===== src/rtl/vec_irq_ctrl.sv =====
`timescale 1ns/1ps
module vec_irq_ctrl #(
  parameter int NUM_FLAG   = 4,
  parameter int NUM_LEVEL  = 2,
  parameter int ADDR_W     = 12,
  parameter int VEC_STRIDE = 2,
  parameter int RELOC_BASE = 'h400
) (
  input  logic                                    clk,
  input  logic                                    rst_n,
  input  logic [NUM_FLAG-1:0]                     evt_i,
  input  logic [NUM_LEVEL-1:0]                    lvl_i,
  input  logic                                    reg_we_i,
  input  logic [1:0]                              reg_addr_i,
  input  logic [NUM_FLAG+NUM_LEVEL-1:0]           reg_wdata_i,
  input  logic                                    insn_bnd_i,
  input  logic                                    ack_i,
  input  logic                                    reti_i,
  input  logic                                    cli_i,
  output logic                                    irq_o,
  output logic [$clog2(NUM_FLAG+NUM_LEVEL+1)-1:0] vec_idx_o,
  output logic [ADDR_W-1:0]                       vec_addr_o,
  output logic [NUM_FLAG-1:0]                     pend_o,
  output logic                                    gie_o
);
  localparam int NSRC  = NUM_FLAG + NUM_LEVEL;
  localparam int IDX_W = $clog2(NSRC + 1);

  logic [NUM_FLAG-1:0] flag_q, flag_d;
  logic [NSRC-1:0]     en_q, req;
  logic                gie_q, reloc_q, irq_q;
  logic [IDX_W-1:0]    idx_q, win_idx;
  logic [ADDR_W-1:0]   addr_q, win_addr;

  wire en_wr   = reg_we_i && reg_addr_i == 2'd0;
  wire clr_wr  = reg_we_i && reg_addr_i == 2'd1;
  wire ctrl_wr = reg_we_i && reg_addr_i == 2'd2;
  wire take    = irq_q && ack_i;

  assign req = {lvl_i, flag_q} & en_q;

  always_comb begin
    win_idx = '0;
    for (int i = NSRC - 1; i >= 0; i--)
      if (req[i]) win_idx = IDX_W'(i + 1);
  end

  assign win_addr = ADDR_W'(win_idx) * ADDR_W'(VEC_STRIDE)
                  + (reloc_q ? ADDR_W'(RELOC_BASE) : '0);

  wire accept = insn_bnd_i && gie_q && !irq_q && !cli_i && !reti_i && |req;

  for (genvar g = 0; g < NUM_FLAG; g++) begin : g_flag
    wire sw_clr = clr_wr && reg_wdata_i[g];
    wire hw_clr = take && idx_q == IDX_W'(g + 1);
    assign flag_d[g] = evt_i[g] | (flag_q[g] & ~sw_clr & ~hw_clr);
  end

  always_ff @(posedge clk) begin
    if (!rst_n) begin
      flag_q  <= '0;
      en_q    <= '0;
      gie_q   <= 1'b0;
      reloc_q <= 1'b0;
      irq_q   <= 1'b0;
      idx_q   <= '0;
      addr_q  <= '0;
    end else begin
      flag_q <= flag_d;
      if (en_wr) en_q <= reg_wdata_i;
      if (ctrl_wr) reloc_q <= reg_wdata_i[1];
      if (take || cli_i)  gie_q <= 1'b0;
      else if (reti_i)    gie_q <= 1'b1;
      else if (ctrl_wr)   gie_q <= reg_wdata_i[0];
      if (accept) begin
        irq_q  <= 1'b1;
        idx_q  <= win_idx;
        addr_q <= win_addr;
      end else if (take) begin
        irq_q  <= 1'b0;
        idx_q  <= '0;
        addr_q <= '0;
      end
    end
  end

  assign irq_o      = irq_q;
  assign vec_idx_o  = idx_q;
  assign vec_addr_o = addr_q;
  assign pend_o     = flag_q;
  assign gie_o      = gie_q;
endmodule


===== config.mk =====
export PLATFORM = sky130hd
export DESIGN_NAME = vec_irq_ctrl
export DESIGN_NICKNAME = d
export VERILOG_FILES = /design/src/rtl/vec_irq_ctrl.sv
export SDC_FILE = /design/constraint.sdc
export NUM_CORES = 1
export LEC_CHECK = 0
export BUFFER_PORTS_ARGS = -buffer_cell sky130_fd_sc_hd__buf_2
export CAP_MARGIN = 15
export CORE_MARGIN = 3
export CORE_UTILIZATION = 51
export CTS_BUF_LIST = sky130_fd_sc_hd__clkbuf_2
export DETAILED_ROUTE_END_ITERATION = 7
export PLACE_DENSITY_LB_ADDON = 0.05
export SYNTH_ARGS = -nofsm -noshare
export SYNTH_HDL_FRONTEND = slang
export SYNTH_SLANG_ARGS = --single-unit
export TNS_END_PERCENT = 5

===== constraint.sdc =====
create_clock -name clk -period 3.11 [get_ports clk]
set_input_delay 0 -clock clk [delete_from_list [all_inputs] [get_ports clk]]
set_output_delay 0 -clock clk [all_outputs]
set_load 0.005 [all_outputs]

==> run metrics, run 1 <==
drt pass-1 iters=5; max_cap viols=0; vias in the first global route=approximately 740; status=complete, no violations; HP Start=ack_i; vias=about 840; Reg-to-Reg Start=irq_o$_SDFFE_PN0P_; ANT nets after route=0; post-route clock period utilization=about half; Yosys reg bits=17; cell at the slowest stage of the critical path=or4b_1; Core Region=between 1500 and 2000 um^2; routed wire length=2150 um; Die W=~48 um; Worst-path clk slew=0.17 ns; arrival time worst endpoint=about 1.7 ns; total negative slack=0 ns; all-layer global routing usage=between 20% and 30%; Worst EP required=3.31 ns; total CTS buffers=3; Post-DP HPWL=1620 um; Ant. Diodes=0; DRT iter0 DRCs=35; synthesis-to-finish area growth=26.8%; count of clock tree sinks=17; leakage power=roughly 0.00051 uW; placed insts=between 100 and 150; placer's final routability congestion estimate=between 0.8 and 0.9; die area=about 2300 um^2; initial antenna violation count=0; VDD IR max=a little over 200 uV; post-synthesis sequential area ratio=between 30% and 40%; CTS max path bufs=2; unrepaired setup endpoints after global routing=false; Reg2Reg Setup Slack=between 1.5 and 2 ns; pin count of the biggest net entering global routing=21; hold slack=around 0.016 ns; worst-path cell chain=nand2_2 -> or4b_1 -> a31oi_1 -> nor2b_1; Hold Crit Endpoint=irq_o$_SDFFE_PN0P_; cells on worst reg2reg path=4; commonest non-fill, non-tap cell in the layout=buf_2; final setup fails=0; fin nets=160; final non-filler cell total=154; Fin. Hold Viols=0; critical path capture point type=flip-flop; Initial Util=between 50% and 60%; Port Buffers=33; site row count=14; Synth Instances=97; mapped cell area=~900 um^2; vias per inst=between 5 and 6; first-pass GRT wire length=3390 um; min Tclk post-route=approximately 1.5 ns; CTS tree=built; Max Fanout on Critical Path=9; syn avg cell area=9.30 um^2; DRC=0; worst-skew pair later-pin latency=0.29 ns; crit start category=flip-flop; wire per inst=between 10 and 15 um; class of the worst hold path=primary input to flip-flop; IO Pins=42; hold path depth=3; Worst R2R End=pend_o[1]$_SDFF_PN0_; CP peak stage delay=0.55 ns; fmax=roughly 0.66 GHz; CP Class=flip-flop to flip-flop; Ys Warns=0; Netlist cell types=32; Die Ht=around 48 um; root buf cell=clkbuf_2; CTS H-Tree Depth=1; commonest cells after routing, fill and taps aside=33 x buf_2, 17 x dfxtp_1, 12 x nand2_1; layout cells sized above 1=just under 30%; fillers=about 150; Setup Skew=around 0.009 ns; grt total ovfl=0; fin. max-slew vios=0; Pwr Density=about 340 nW/um^2
## stage by stage
stage               power [uW]  util (%)  cell area (um^2)  setup slack [ns]
floorplan                  270         -               928              1.78
global placement           286      64.9              1020              1.70
detailed placement         288      64.9              1020              1.64
CTS                        393      72.5              1140              1.62
global route               417      72.5              1140              1.48
finish                     393      72.5              1140              1.60
## worst max-delay path, delay by kind of cell (launching register included)
family / cells / cell delay [ns]
AOI/OAI and AO/OA: 1 / 0.19
and+or+nand+nor: 3 / 0.77
DFF: 1 / 0.46
## power by group
part	internal [uW]	switching, uW
clock network	29.2	69.9
registers	226	7.74
logic	34.0	26.6
## kinds of logic (layout without fill, tap and decap cells)
| group | count (synthesis) | count (layout) | synth area share, % |
|---|---|---|---|
| flip-flops | 17 | 17 | 37.7 |
| AO/OA/AOI/OAI | 17 | 17 | 15.0 |
| multiplexers | 8 | 8 | 9.02 |
| other | 1 | 8 | 0.416 |
| AND/OR/NAND/NOR | 40 | 40 | 27.5 |
| buffers and inverters | 14 | 48 | 10.4 |
## worst max path at each step
stage / from / endpoint / slack, ns / cells after the start
global placement: irq_o$_SDFFE_PN0P_ / pend_o[1]$_SDFF_PN0_ / 1.70 / 4
floorplan: irq_o$_SDFFE_PN0P_ / pend_o[1]$_SDFF_PN0_ / 1.78 / 4
detailed placement: irq_o$_SDFFE_PN0P_ / pend_o[1]$_SDFF_PN0_ / 1.64 / 4
finish: irq_o$_SDFFE_PN0P_ / pend_o[1]$_SDFF_PN0_ / 1.60 / 4
global route: irq_o$_SDFFE_PN0P_ / pend_o[1]$_SDFF_PN0_ / 1.48 / 4
CTS: irq_o$_SDFFE_PN0P_ / pend_o[1]$_SDFF_PN0_ / 1.62 / 4
## timing repair
action / 4_1_cts / 5_1_grt
gates resized for setup: 0 / 0
hold buffers: 10 / 0
hold endpoints to repair: 9 / 0
buffers inserted: 0 / 0
## area by class of cell
cell class / instances / area (um^2) / share of cell area, %
multi-input cells: 73 / 494 / 43.2
flip-flops and latches: 17 / 340 / 29.8
repair buffers: 43 / 265 / 23.2
well taps: 16 / 20.0 / 1.75
clock buffers: 3 / 15.0 / 1.31
clock inverters: 1 / 5.00 / 0.438
inverters: 1 / 3.75 / 0.328
## Yosys cell counts
cell,n,share of area [%]
or4b_1,3,3.3
dfxtp_1,17,38
o211a_1,1,1.1
o211ai_1,1,0.83
o21a_1,2,1.7
o21ai_1,1,0.55
nor3b_1,1,0.83
o32ai_1,1,0.97
inv_1,1,0.42
nor3b_4,1,2.1
nand2_2,1,0.69
nand3b_1,1,0.83
o21ai_0,2,1.1
mux2i_1,7,7.8
conb_1,1,0.42
nor2_1,1,0.42
or2_1,1,0.69
a211oi_2,1,1.4
buf_4,11,9.2
mux2_2,1,1.2
nand3_1,4,2.2
nand4bb_1,1,1.2
nor3_1,1,0.55
nand2_1,12,5.0
a31oi_1,3,2.1
and3b_1,2,1.9
clkbuf_1,2,0.83
a222oi_1,2,2.2
a221oi_1,1,0.97
a32o_1,1,1.1
a41oi_1,1,0.97
nor2b_1,11,7.6
## registers in the layout, indices dropped and copies added, names as in the netlist
| signal | count |
|---|---|
| en_q | 6 |
| gie_o | 1 |
| pend_o | 4 |
| reloc_q | 1 |
| vec_idx_o | 2 |
| irq_o | 1 |
| vec_addr_o | 2 |
## per-layer routing
layer	vias to the layer above	routed length (um)	GRT usage [%]
met5	-	0	0
met4	0	0	3.23
met3	0	144	3.76
met2	42	1050	34.8
met1	387	950	28.2
li1	415	-	-
(Power assumes the default switching activity.)
==> inputs of run 2 (changes only) <==
Settings changed: CORE_UTILIZATION 51 to 47.
Clock period 3.11 ns to 1.4 ns, I/O delays scaled along.
==> run metrics, run 2 (synthesis results as in run 1) <==
Initial Util=roughly 51%; vias per inst=between 5 and 6; count of clock tree sinks=17; worst-path cell chain=a222oi_1 -> buf_4 -> a211oi_4 -> buf_4 -> o21a_1; CP peak stage delay=0.39 ns; Post-DP HPWL=~1700 um; post-route clock period utilization=between 90% and 100%; synthesis-to-finish area growth=37.2%; hold slack=between 0.05 and 0.06 ns; max_cap viols=0; cell mode on critical path=buf_4; Reg-to-Reg Start=pend_o[0]$_SDFF_PN0_; pin count of the biggest net entering global routing=21; worst-skew pair later-pin latency=slightly above 0.3 ns; final worst slack=~0.023 ns; routed wire length=approximately 2400 um; DRC=0; CP Class=flip-flop to flip-flop; Fin. Hold Viols=0; Setup Skew=between 0.01 and 0.015 ns; placer's final routability congestion estimate=0.813; Pwr Density=between 700 and 800 nW/um^2; vias in the first global route=roughly 800; total negative slack=0 ns; Worst R2R End=irq_o$_SDFFE_PN0P_; wire per inst=around 14 um; CTS tree=built; first-pass GRT wire length=3950 um; die area=2480 um^2; VDD IR max=between 500 and 600 uV; cells on worst reg2reg path=5; Core Region=1760 um^2; commonest non-fill, non-tap cell in the layout=buf_2; Hold Crit Endpoint=pend_o[2]$_SDFF_PN0_; vias=~870; Worst-path clk slew=roughly 0.18 ns; min Tclk post-route=around 1.4 ns; register with the most flip-flops=en_q; IO Pins=between 40 and 50; commonest cells after routing, fill and taps aside=33 x buf_2, 17 x dfxtp_1, 13 x dlygate4sd3_1; arrival time worst endpoint=~1.6 ns; site row count=15; layout cells sized above 1=between 30% and 40%; CTS max path bufs=2; critical path capture point type=flip-flop; all-layer global routing usage=about a fifth; fmax=roughly 0.73 GHz; Design Power=about 900 uW; hold path depth=2; crit start category=flip-flop; multi-input logic area=between 500 and 600 um^2; Reg2Reg Setup Slack=0.02 ns; Die Ht=49.8 um; fin nets=around 170; HP Start=rst_n; Worst EP required=1.64 ns; Max Fanout on Critical Path=5; total CTS buffers=3; drt pass-1 iters=4; fillers=164; grt total ovfl=0; CTS H-Tree Depth=1; leakage power=~0.00055 uW; Setup WS pre-CTS=about 0.056 ns; fin. max-slew vios=0; class of the worst hold path=primary input to flip-flop; max reg flops=6; Critical Path Source=pend_o[0]$_SDFF_PN0_; root buf cell=clkbuf_2; Die W=about 50 um; final setup fails=0; Port Buffers=33; initial antenna violation count=0; cell at the slowest stage of the critical path=dfxtp_1; Register Area=340 um^2; ANT nets after route=0; DRT iter0 DRCs=27; status=complete, no violations; Ant. Diodes=0
[run 2: cell count changes in the layout (fill, tap and decap cells not counted)]
| cell | before | now |
|---|---|---|
| a211oi_2 | 1 | 0 |
| a211oi_4 | 0 | 1 |
| buf_4 | 0 | 6 |
| dlygate4sd3_1 | 10 | 13 |
[run 2: cell type report]
class                           instances  area share (%)
Tap cell                               25            2.53
Multi-Input combinational cell         73            40.5
Clock inverter                          1           0.404
Inverter                                1           0.303
Clock buffer                            3            1.21
Timing Repair Buffer                   52            27.5
Sequential cell                        17            27.5
[run 2: how the worst max path moves through the flow]
stage,depth (start not counted),to,slack (ns)
after floorplan,4,pend_o[1]$_SDFF_PN0_,0.07
after CTS,4,vec_idx_o[0]$_SDFFE_PN0P_,0.03
final,5,irq_o$_SDFFE_PN0P_,0.02
after global routing,5,irq_o$_SDFFE_PN0P_,-0.04
after global placement,3,irq_o$_SDFFE_PN0P_,0.13
after detailed placement,4,vec_idx_o[0]$_SDFFE_PN0P_,0.06
[run 2: report_power, final]
group	switching, uW	internal [uW]
registers	16.0	501
logic	66.4	87.0
clock network	163	64.7
[run 2: critical path, delay by kind of cell, from the launching register on]
family / cells / cell delay (ns)
compound gates: 3 / 0.59
buf+inv: 2 / 0.33
flops: 1 / 0.39
[run 2: metrics by stage]
step,util (%),cells,area (um^2)
after floorplan,-,104,928
after global placement,60.4,153,1060
after detailed placement,60.4,153,1060
after CTS,68.9,170,1210
after global routing,70.1,172,1240
final,70.1,172,1240
[run 2: repair_timing]
action / CTS / global route
resized for setup: 0 / 1
hold buffers: 13 / 0
hold endpoints to repair: 13 / 0
setup endpoints to repair: 0 / 3
buffers inserted: 0 / 2
[run 2: layer usage]
metal	track usage, %	routed length [um]	vias to the layer above
met3	7.25	137	2
met5	0	0	-
met2	35.7	1230	31
li1	-	-	438
met1	25.2	1010	397
met4	6.91	17	0
==> inputs of run 3 (changes only) <==
Settings changed: CORE_MARGIN 3 to not set.
==> run metrics, run 3 (synthesis results as in run 1) <==
status=complete, no violations; vias per inst=approximately 5.1; Critical Path End=vec_idx_o[0]$_SDFFE_PN0P_; Die Ht=45.8 um; DRT iter0 DRCs=42; class of the worst hold path=primary input to flip-flop; Max Fanout on Critical Path=6; fin nets=167; Critical Path Source=en_q[0]$_SDFFE_PN0P_; site row count=15; placer's final routability congestion estimate=between 0.8 and 0.9; Setup Skew=between 0.007 and 0.008 ns; ANT nets after route=0; initial antenna violation count=0; Post-DP HPWL=about 1600 um; all-layer global routing usage=between 20% and 30%; CTS H-Tree Depth=1; Initial Util=51.1%; Worst-path clk slew=around 0.15 ns; register with the most flip-flops=en_q; Worst EP required=1.59 ns; DRC=0; post-route clock period utilization=98.3%; Fin. Hold Viols=0; IO Pins=between 40 and 50; routed wire length=2090 um; arrival time worst endpoint=~1.6 ns; max reg flops=6; total negative slack=0 ns; post-layout util=between 60% and 70%; leakage power=~0.00054 uW; final setup fails=0; fmax=0.727 GHz; grt total ovfl=0; Port Buffers=33; CTS max path bufs=2; CP peak stage delay=~0.46 ns; cell at the slowest stage of the critical path=a222oi_1; pin count of the biggest net entering global routing=21; critical path capture point type=flip-flop; Core Region=around 1800 um^2; worst-skew pair later-pin latency=approximately 0.30 ns; worst-path cell chain=a222oi_1 -> a211oi_2 -> o211ai_1 -> o21ai_1; Ant. Diodes=0; count of clock tree sinks=17; cells on worst reg2reg path=4; CP Class=flip-flop to flip-flop; VDD IR max=between 600 and 700 uV; CTS tree=built; wire per inst=between 10 and 15 um; fin. max-slew vios=0; Pwr Density=between 700 and 800 nW/um^2; Reg2Reg Setup Slack=approximately 0.024 ns; vias in the first global route=714; vias=approximately 860; fillers=between 150 and 200; commonest cells after routing, fill and taps aside=33 x buf_2, 14 x dfxtp_1, 13 x dlygate4sd3_1; total CTS buffers=3; die area=roughly 2100 um^2; crit start category=flip-flop; drt pass-1 iters=8; synthesis-to-finish area growth=35.1%; max_cap viols=0; Worst R2R End=vec_idx_o[0]$_SDFFE_PN0P_; Die W=45.8 um; unrepaired setup endpoints after global routing=true; min Tclk post-route=~1.4 ns; root buf cell=clkbuf_2; layout cells sized above 1=33.1%; first-pass GRT wire length=approximately 3000 um; Reg-to-Reg Start=en_q[0]$_SDFFE_PN0P_; commonest non-fill, non-tap cell in the layout=buf_2
[run 3: stage by stage]
step	instance area, um^2	total power [uW]	worst slack [ns]	hold slack (ns)	instances
after floorplan	928	599	0.0698	0.0783	104
after global placement	1060	639	0.105	0.175	152
after detailed placement	1060	641	0.0539	0.189	152
after CTS	1200	885	0.0243	0.0242	168
after global routing	1220	938	-0.0223	0.0415	170
final	1220	887	0.0236	0.0727	170
[run 3: metal layers]
metal / GRT usage (%) / vias up / part of all wire, %
met2: 34.0 / 34 / 48
met5: 0 / - / 0
met1: 25.3 / 394 / 45
met4: 7.06 / 0 / 0.67
met3: 9.13 / 4 / 6.1
li1: - / 431 / -
[run 3: cell type report]
cell class,instances,area (um^2),area share (%)
Timing Repair Buffer,50,325,26.7
Inverter,1,3.75,0.308
Sequential cell,17,344,28.2
Tap cell,25,31.3,2.57
Multi-Input combinational cell,73,494,40.6
Clock buffer,4,20.0,1.64
[run 3: how the worst min path moves through the flow]
stage	start	to	cells past startpoint
CTS	ack_i	irq_o$_SDFFE_PN0P_	3
global placement	cli_i	gie_o$_SDFFE_PP0P_	2
global route	rst_n	irq_o$_SDFFE_PN0P_	2
finish	rst_n	irq_o$_SDFFE_PN0P_	2
detailed placement	cli_i	gie_o$_SDFFE_PP0P_	2
floorplan	cli_i	gie_o$_SDFFE_PP0P_	1
[run 3: what timing repair did]
item	in CTS	in global routing
resized for setup	0	3
hold buffers	12	1
setup endpoints to repair	0	6
endpoints found under the hold margin	11	1
buffers inserted	0	1
[run 3: critical path, delay by kind of cell, from the launching register on]
kind               cells  cell delay [ns]
AOI/OAI and AO/OA      4             0.89
DFF                    1             0.37
[run 3: report_power, final]
group          switching (uW)  total [uW]  internal (uW)
sequential               16.0         518            502
combinational            60.5         145           84.9
clock                     148         224           75.7
total                     225         887            662
